--- src/rtl/ffu_pkg.sv ---
package ffu_pkg;
    localparam int XLEN = 32;
    localparam int CCW  = 4;
    localparam logic [3:0]     BR_OPC   = 4'b1010;
    localparam logic [CCW-1:0] COND_ALL = 4'hE;

    typedef struct packed {
        logic [XLEN-1:0] instr;
        logic [XLEN-1:0] addr;
        logic [XLEN-1:0] alt;
        logic [CCW-1:0]  cond;
        logic            folded;
    } item_t;
endpackage

--- src/rtl/ffu_br_decode.sv ---
module ffu_br_decode
    import ffu_pkg::*;
(
    input  logic [XLEN-1:0] word,
    input  logic [XLEN-1:0] pc,
    output logic            br_hit,
    output logic            br_uncond,
    output logic            br_back,
    output logic [CCW-1:0]  br_cond,
    output logic [XLEN-1:0] br_tgt
);
    always_comb begin
        br_hit    = (word[27:24] == BR_OPC);
        br_cond   = word[31:28];
        br_uncond = (word[31:28] == COND_ALL);
        br_back   = word[23];
        br_tgt    = pc + 32'd8 + {{6{word[23]}}, word[23:0], 2'b00};
    end
endmodule

--- src/rtl/ffu_queue.sv ---
module ffu_queue
    import ffu_pkg::*;
#(
    parameter  int DEPTH = 3,
    localparam int CW    = $clog2(DEPTH + 1)
) (
    input  logic          clk,
    input  logic          rst,
    input  logic          flush,
    input  logic          push,
    input  item_t         push_data,
    input  logic          pop,
    output item_t         head,
    output logic [CW-1:0] count
);
    localparam int PW = (DEPTH > 1) ? $clog2(DEPTH) : 1;

    typedef struct packed {
        item_t [DEPTH-1:0] mem;
        logic  [PW-1:0]    rd;
        logic  [PW-1:0]    wr;
        logic  [CW-1:0]    cnt;
    } qstate_t;

    qstate_t q, d;
    logic do_push, do_pop;

    function automatic logic [PW-1:0] nxt(input logic [PW-1:0] p);
        return (p == PW'(DEPTH - 1)) ? '0 : p + 1'b1;
    endfunction

    always_comb begin
        d       = q;
        do_pop  = pop && (q.cnt != '0);
        do_push = push && ((q.cnt != CW'(DEPTH)) || do_pop);
        if (flush) begin
            d.rd  = '0;
            d.wr  = '0;
            d.cnt = '0;
        end else begin
            if (do_push) begin
                d.mem[q.wr] = push_data;
                d.wr        = nxt(q.wr);
            end
            if (do_pop) d.rd = nxt(q.rd);
            d.cnt = q.cnt + CW'(do_push) - CW'(do_pop);
        end
    end

    always_ff @(posedge clk) begin
        if (rst) q <= '0;
        else     q <= d;
    end

    assign head  = q.mem[q.rd];
    assign count = q.cnt;
endmodule

--- src/rtl/fetch_fold_unit.sv ---
module fetch_fold_unit
    import ffu_pkg::*;
#(
    parameter int DEPTH = 3
) (
    input  logic            clk,
    input  logic            rst,
    output logic            req_valid,
    input  logic            req_ready,
    output logic [XLEN-1:0] req_addr,
    input  logic            rsp_valid,
    input  logic [XLEN-1:0] rsp_data,
    input  logic            mp_valid,
    input  logic [XLEN-1:0] mp_addr,
    output logic            iss_valid,
    input  logic            iss_ready,
    output logic [XLEN-1:0] iss_instr,
    output logic [XLEN-1:0] iss_addr,
    output logic [CCW-1:0]  iss_cond,
    output logic            iss_folded,
    output logic [XLEN-1:0] iss_alt
);
    localparam int CW     = $clog2(DEPTH + 1);
    localparam int MAXFLY = 2 * DEPTH;
    localparam int IFW    = $clog2(MAXFLY + 1);
    localparam int SW     = IFW + 1;

    typedef struct packed {
        logic [XLEN-1:0] fetch_pc;
        logic [XLEN-1:0] rsp_pc;
        logic [IFW-1:0]  inflight;
        logic [IFW-1:0]  discard;
        logic            pend_v;
        logic [CCW-1:0]  pend_cond;
        logic [XLEN-1:0] pend_tgt;
    } fstate_t;

    fstate_t q, d;

    logic [CW-1:0]   q_count;
    item_t           head, push_data;
    logic            push, fire, keep, redirect, fold_now, drop;
    logic [IFW-1:0]  live;
    logic [SW-1:0]   used;
    logic            br_hit, br_uncond, br_back;
    logic [CCW-1:0]  br_cond;
    logic [XLEN-1:0] br_tgt;

    ffu_br_decode u_dec (
        .word      (rsp_data),
        .pc        (q.rsp_pc),
        .br_hit    (br_hit),
        .br_uncond (br_uncond),
        .br_back   (br_back),
        .br_cond   (br_cond),
        .br_tgt    (br_tgt)
    );

    ffu_queue #(.DEPTH(DEPTH)) u_q (
        .clk       (clk),
        .rst       (rst),
        .flush     (mp_valid),
        .push      (push),
        .push_data (push_data),
        .pop       (iss_ready),
        .head      (head),
        .count     (q_count)
    );

    always_comb begin
        live      = q.inflight - q.discard;
        used      = SW'(q_count) + SW'(live);
        req_valid = (used < SW'(DEPTH)) && (q.inflight < IFW'(MAXFLY));
        req_addr  = q.fetch_pc;
        fire      = req_valid && req_ready;
        keep      = rsp_valid && (q.discard == '0) && !mp_valid;
        redirect  = br_hit && (br_uncond || br_back);
        fold_now  = br_hit && !br_uncond && !br_back && !q.pend_v;
        drop      = fold_now || (br_hit && br_uncond && !q.pend_v);

        d         = q;
        push      = 1'b0;
        push_data = '0;
        if (fire) d.fetch_pc = q.fetch_pc + 32'd4;
        d.inflight = q.inflight + IFW'(fire) - IFW'(rsp_valid);
        if (rsp_valid && (q.discard != '0)) d.discard = q.discard - 1'b1;

        if (mp_valid) begin
            d.fetch_pc = mp_addr;
            d.rsp_pc   = mp_addr;
            d.discard  = d.inflight;
            d.pend_v   = 1'b0;
        end else if (keep) begin
            d.rsp_pc = q.rsp_pc + 32'd4;
            if (fold_now) begin
                d.pend_v    = 1'b1;
                d.pend_cond = br_cond;
                d.pend_tgt  = br_tgt;
            end else if (!drop) begin
                push             = 1'b1;
                push_data.instr  = rsp_data;
                push_data.addr   = q.rsp_pc;
                push_data.folded = q.pend_v;
                push_data.cond   = q.pend_v ? q.pend_cond : COND_ALL;
                push_data.alt    = q.pend_v ? q.pend_tgt : q.rsp_pc + 32'd4;
                d.pend_v         = 1'b0;
            end
            if (redirect) begin
                d.fetch_pc = br_tgt;
                d.rsp_pc   = br_tgt;
                d.discard  = d.inflight;
            end
        end
    end

    always_ff @(posedge clk) begin
        if (rst) q <= '0;
        else     q <= d;
    end

    assign iss_valid  = (q_count != '0);
    assign iss_instr  = head.instr;
    assign iss_addr   = head.addr;
    assign iss_cond   = head.cond;
    assign iss_folded = head.folded;
    assign iss_alt    = head.alt;
endmodule

--- config.mk ---
export PLATFORM = sky130hd
export DESIGN_NAME = fetch_fold_unit
export DESIGN_NICKNAME = d
export VERILOG_FILES = /design/src/rtl/ffu_pkg.sv /design/src/rtl/ffu_br_decode.sv /design/src/rtl/ffu_queue.sv /design/src/rtl/fetch_fold_unit.sv
export SDC_FILE = /design/constraint.sdc
export NUM_CORES = 1
export LEC_CHECK = 0
export ABC_AREA = 1
export ABC_CLOCK_PERIOD_IN_PS = 3700
export BUFFER_PORTS_ARGS = -buffer_cell sky130_fd_sc_hd__buf_4
export CORE_ASPECT_RATIO = 1.75
export CORE_UTILIZATION = 40
export DETAILED_ROUTE_END_ITERATION = 16
export GPL_TIMING_DRIVEN = 0
export HOLD_SLACK_MARGIN = 0.03
export PLACE_DENSITY_LB_ADDON = 0.12
export SLEW_MARGIN = 40
export SYNTH_ARGS = -nofsm -noshare
export SYNTH_HDL_FRONTEND = slang
export SYNTH_SLANG_ARGS = --single-unit
--- constraint.sdc ---
create_clock -name clk -period 3.7 [get_ports clk]
set_input_delay 0.74 -clock clk [delete_from_list [all_inputs] [get_ports clk]]
set_output_delay 0.74 -clock clk [all_outputs]
set_load 0.02 [all_outputs]
==> flow_summary.toml <==
[final_layout]
syn_to_final_growth_pct = 17.4
drive_above_1_share_pct = 11.9
diodes = 0
final_cell_area_um2 = 26100
nets = 3655
layout_common_cells = "730 x nand2_1, 416 x dfxtp_1, 384 x a21oi_1, 307 x inv_1, 269 x nor2_1"
final_common_cell = "nand2_1"

[clock_network]
cts_buffers = 42
cts_htree_levels = 2
root_buffer = "clkbuf_16"
clockBufferDepth = 3
cts_tree = "built"
clk_pin_slew_worst_paths_ns = 0.07
worst_skew_pair.late_latency_ns = 0.57
clkSinkCount = 416

[sta]
finalCritPeriodShare_pct = 98.4
whs_ns = 0.420
setup_viol = 0
clock_skew_ns = 0.0189
post-route-min-period_ns = 3.64
hold_viol = 0
relSlewSlack_pct = 35.2
final.setup.tns_ns = 0
rsz0062_at_grt = "yes"
slew_viol_final = 0
worst_slew_pin_slew_ns = 0.969
fmax_ghz = 0.275

[logic_synthesis]
synth-seq-area-share_pct = 37.5
ys_types = 46
synth-main-ff-cell = "dfxtp_1"
synthesis.nets = 3408
synth_compound_area_share_pct = 21.3
ys_warn_count = 0
async_flop_share_pct = 0
syn_area_um2 = 22200
synth_xor_area_share_pct = 1.93
synth_cells = 3265
synthAdderAreaFrac_pct = 4.25
synth_edf_count = 0
synth.area.mux_share_pct = 0
synth_top_family_by_area = "simple AND/OR/NAND/NOR gates"
ys_seq_elements = 416
avgSynthCellArea_um2 = 6.81
yosys.area_share.simple_pct = 24.7

[outcome]
status = "complete, no violations"

[pwr]
leakagePower_nw = 11.1
peakVddDrop_mv = 0.307
clock_power_share_pct = 33.7
switching_power_mw = 4.85
pwr-share-comb_pct = 28.8
sw_frac_of_total_pct = 35.7
power_frac_seq_pct = 37.5
power.density_nw_per_um2 = 521
internal-power_mw = 8.76

[grt]
grt_max_degree = 21
gr-total-overflow = 0
antenna_found_initial = 0
grt_pass1_wl_um = 153000
grt_pass1_vias = 23600
grt_use_total_pct = 36.9

[floorplanning]
chipHeight_um = 314
die-width_um = 180
row_count = 114
initial_utilization_pct = 40.4
die-area_um2 = 56500
core_area_um2 = 55100
ios = 205

[critical_path]
max_stage_delay_ns = 0.65
worstSetupStartpoint = "u_q.q[4]"
slowest_stage = "clkbuf_1"
critical_path_peak_fanout = 10
critPathCaptureType = "primary output"
required_ns = 2.96
arrival_ns = 2.90
crit_type = "flop to primary output"
start_kind = "flop"
rr_startpoint = "q[40]"
worstPathCellList = "inv_2, nor2_1, clkbuf_2, clkbuf_1, nand2_1, o211ai_1, buf_4"

[detailed_routing]
vias_per_cell = 5.65
routed-via-count = 23900
drt_iter0_drc = 1872
remaining_drc_errors = 0
drt_wl_total_um = 106000
first_pass_iters = 7
wl_per_cell_um = 25.0
ant_nets = 0

[placement]
place_area_um2 = 24600
place.gp.congestion = 1.02
place_hpwl_um = 85400
numPortBuffers = 203

[hold_path]
min_path_type = "primary input to flop"
hp-start = "mp_addr[22]"

[job]
cap_violations = 0
critical path, delay by kind of cell (launching register included):
family                 cells  cell delay (ns)
AOI/OAI and AO/OA          1             0.23
buffers and inverters      4             1.44
DFF                        1             0.35
and+or+nand+nor            2             0.31
per-layer routing:
metal / global-route usage [%] / part of all wire (%)
met3: 3.61 / 4.8
met4: 34.6 / 11
met5: 0 / 0
met1: 37.1 / 35
met2: 66.9 / 50
power groups by stage:
stage               clock network, mW  logic, mW  registers [mW]
floorplan                           0       2.29            5.05
global placement                    0       3.81            5.17
detailed placement                  0       3.85            5.18
CTS                              4.61       3.87            5.08
global route                     4.78       4.19            5.11
finish                           4.59       3.93            5.10
repair_timing:
action,CTS,global route
pin swaps,2,0
hold buffers,0,0
endpoints found under the hold margin,0,0
gates resized for setup,5,3
buffers inserted,2,0
endpoints found under the setup margin,28,3
kinds of logic after synthesis:
group / Yosys count
flip-flops: 416
AND/OR/NAND/NOR: 1324
AO/OA/AOI/OAI: 853
XOR/XNOR: 49
adder cells (fa/ha/maj): 73
buffers and inverters: 550
layout make-up:
type | count | area, um2
Buffer | 231 | 1110
Clock buffer | 64 | 1330
Clock inverter | 9 | 126
Fill cell | 5781 | 29000
Inverter | 317 | 1190
Multi-Input combinational cell | 2299 | 11600
Sequential cell | 416 | 8330
Tap cell | 696 | 871
Timing Repair Buffer | 205 | 1540
state kept, by name, indices dropped and copies added (netlist names):
name	flops
q	75
req_addr	32
u_q.count	2
u_q.q	307
cell usage after synthesis (3+ instances only):
master    count  share of area, %
nand3b_1      7              0.24
nand2_1     730                12
o21ai_0     264               5.9
fa_1          4              0.36
xnor2_1      11              0.43
a21oi_1     385               8.7
ha_1         69               3.9
buf_4        37               1.2
a21boi_0      4              0.14
xor2_1       38               1.5
nand3_1     238               5.4
buf_1         9              0.15
o21a_1        3              0.10
nand4_1      28              0.79
a31oi_1       4              0.11
buf_6         3              0.15
clkbuf_1    126               2.1
a21o_1        3              0.10
inv_2         7              0.12
nor3_1       32              0.72
o21bai_1     11              0.37
o22ai_1       4              0.11
a211oi_2     15              0.84
o211ai_1     96               3.2
inv_1       307               5.2
or2_2         7              0.20
dfxtp_1     416                37
nor2_1      270               4.6
clkinv_1      3             0.051
buf_2        58               1.3
a211oi_1      9              0.30
o21ai_1      48               1.1
final timing paths:
| kind | end | slack (ns) | cells after the start |
|---|---|---|---|
| hold / removal | req_addr[22] | 0.42 | 3 |
| setup / recovery | iss_instr[4] | 0.06 | 7 |
| setup reg to reg | q[39] | 0.07 | 17 |
| hold reg to reg | u_q.q[50] | 0.45 | 2 |
metrics by stage:
| step | std cells | power (mW) | setup slack [ns] | util, % |
|---|---|---|---|---|
| 6_report | 4237 | 13.6 | 0.0593 | 47.4 |
| 5_1_grt | 4237 | 14.1 | -0.122 | 47.4 |
| 4_1_cts | 4237 | 13.6 | 0.00126 | 47.4 |
| 3_5_place_dp | 4164 | 9.02 | -0.708 | 44.7 |
| 3_3_place_gp | 4164 | 8.98 | -0.587 | 44.7 |
| 2_1_floorplan | 3265 | 7.34 | 0.0845 | - |
Power figures use the tool's default switching activity.
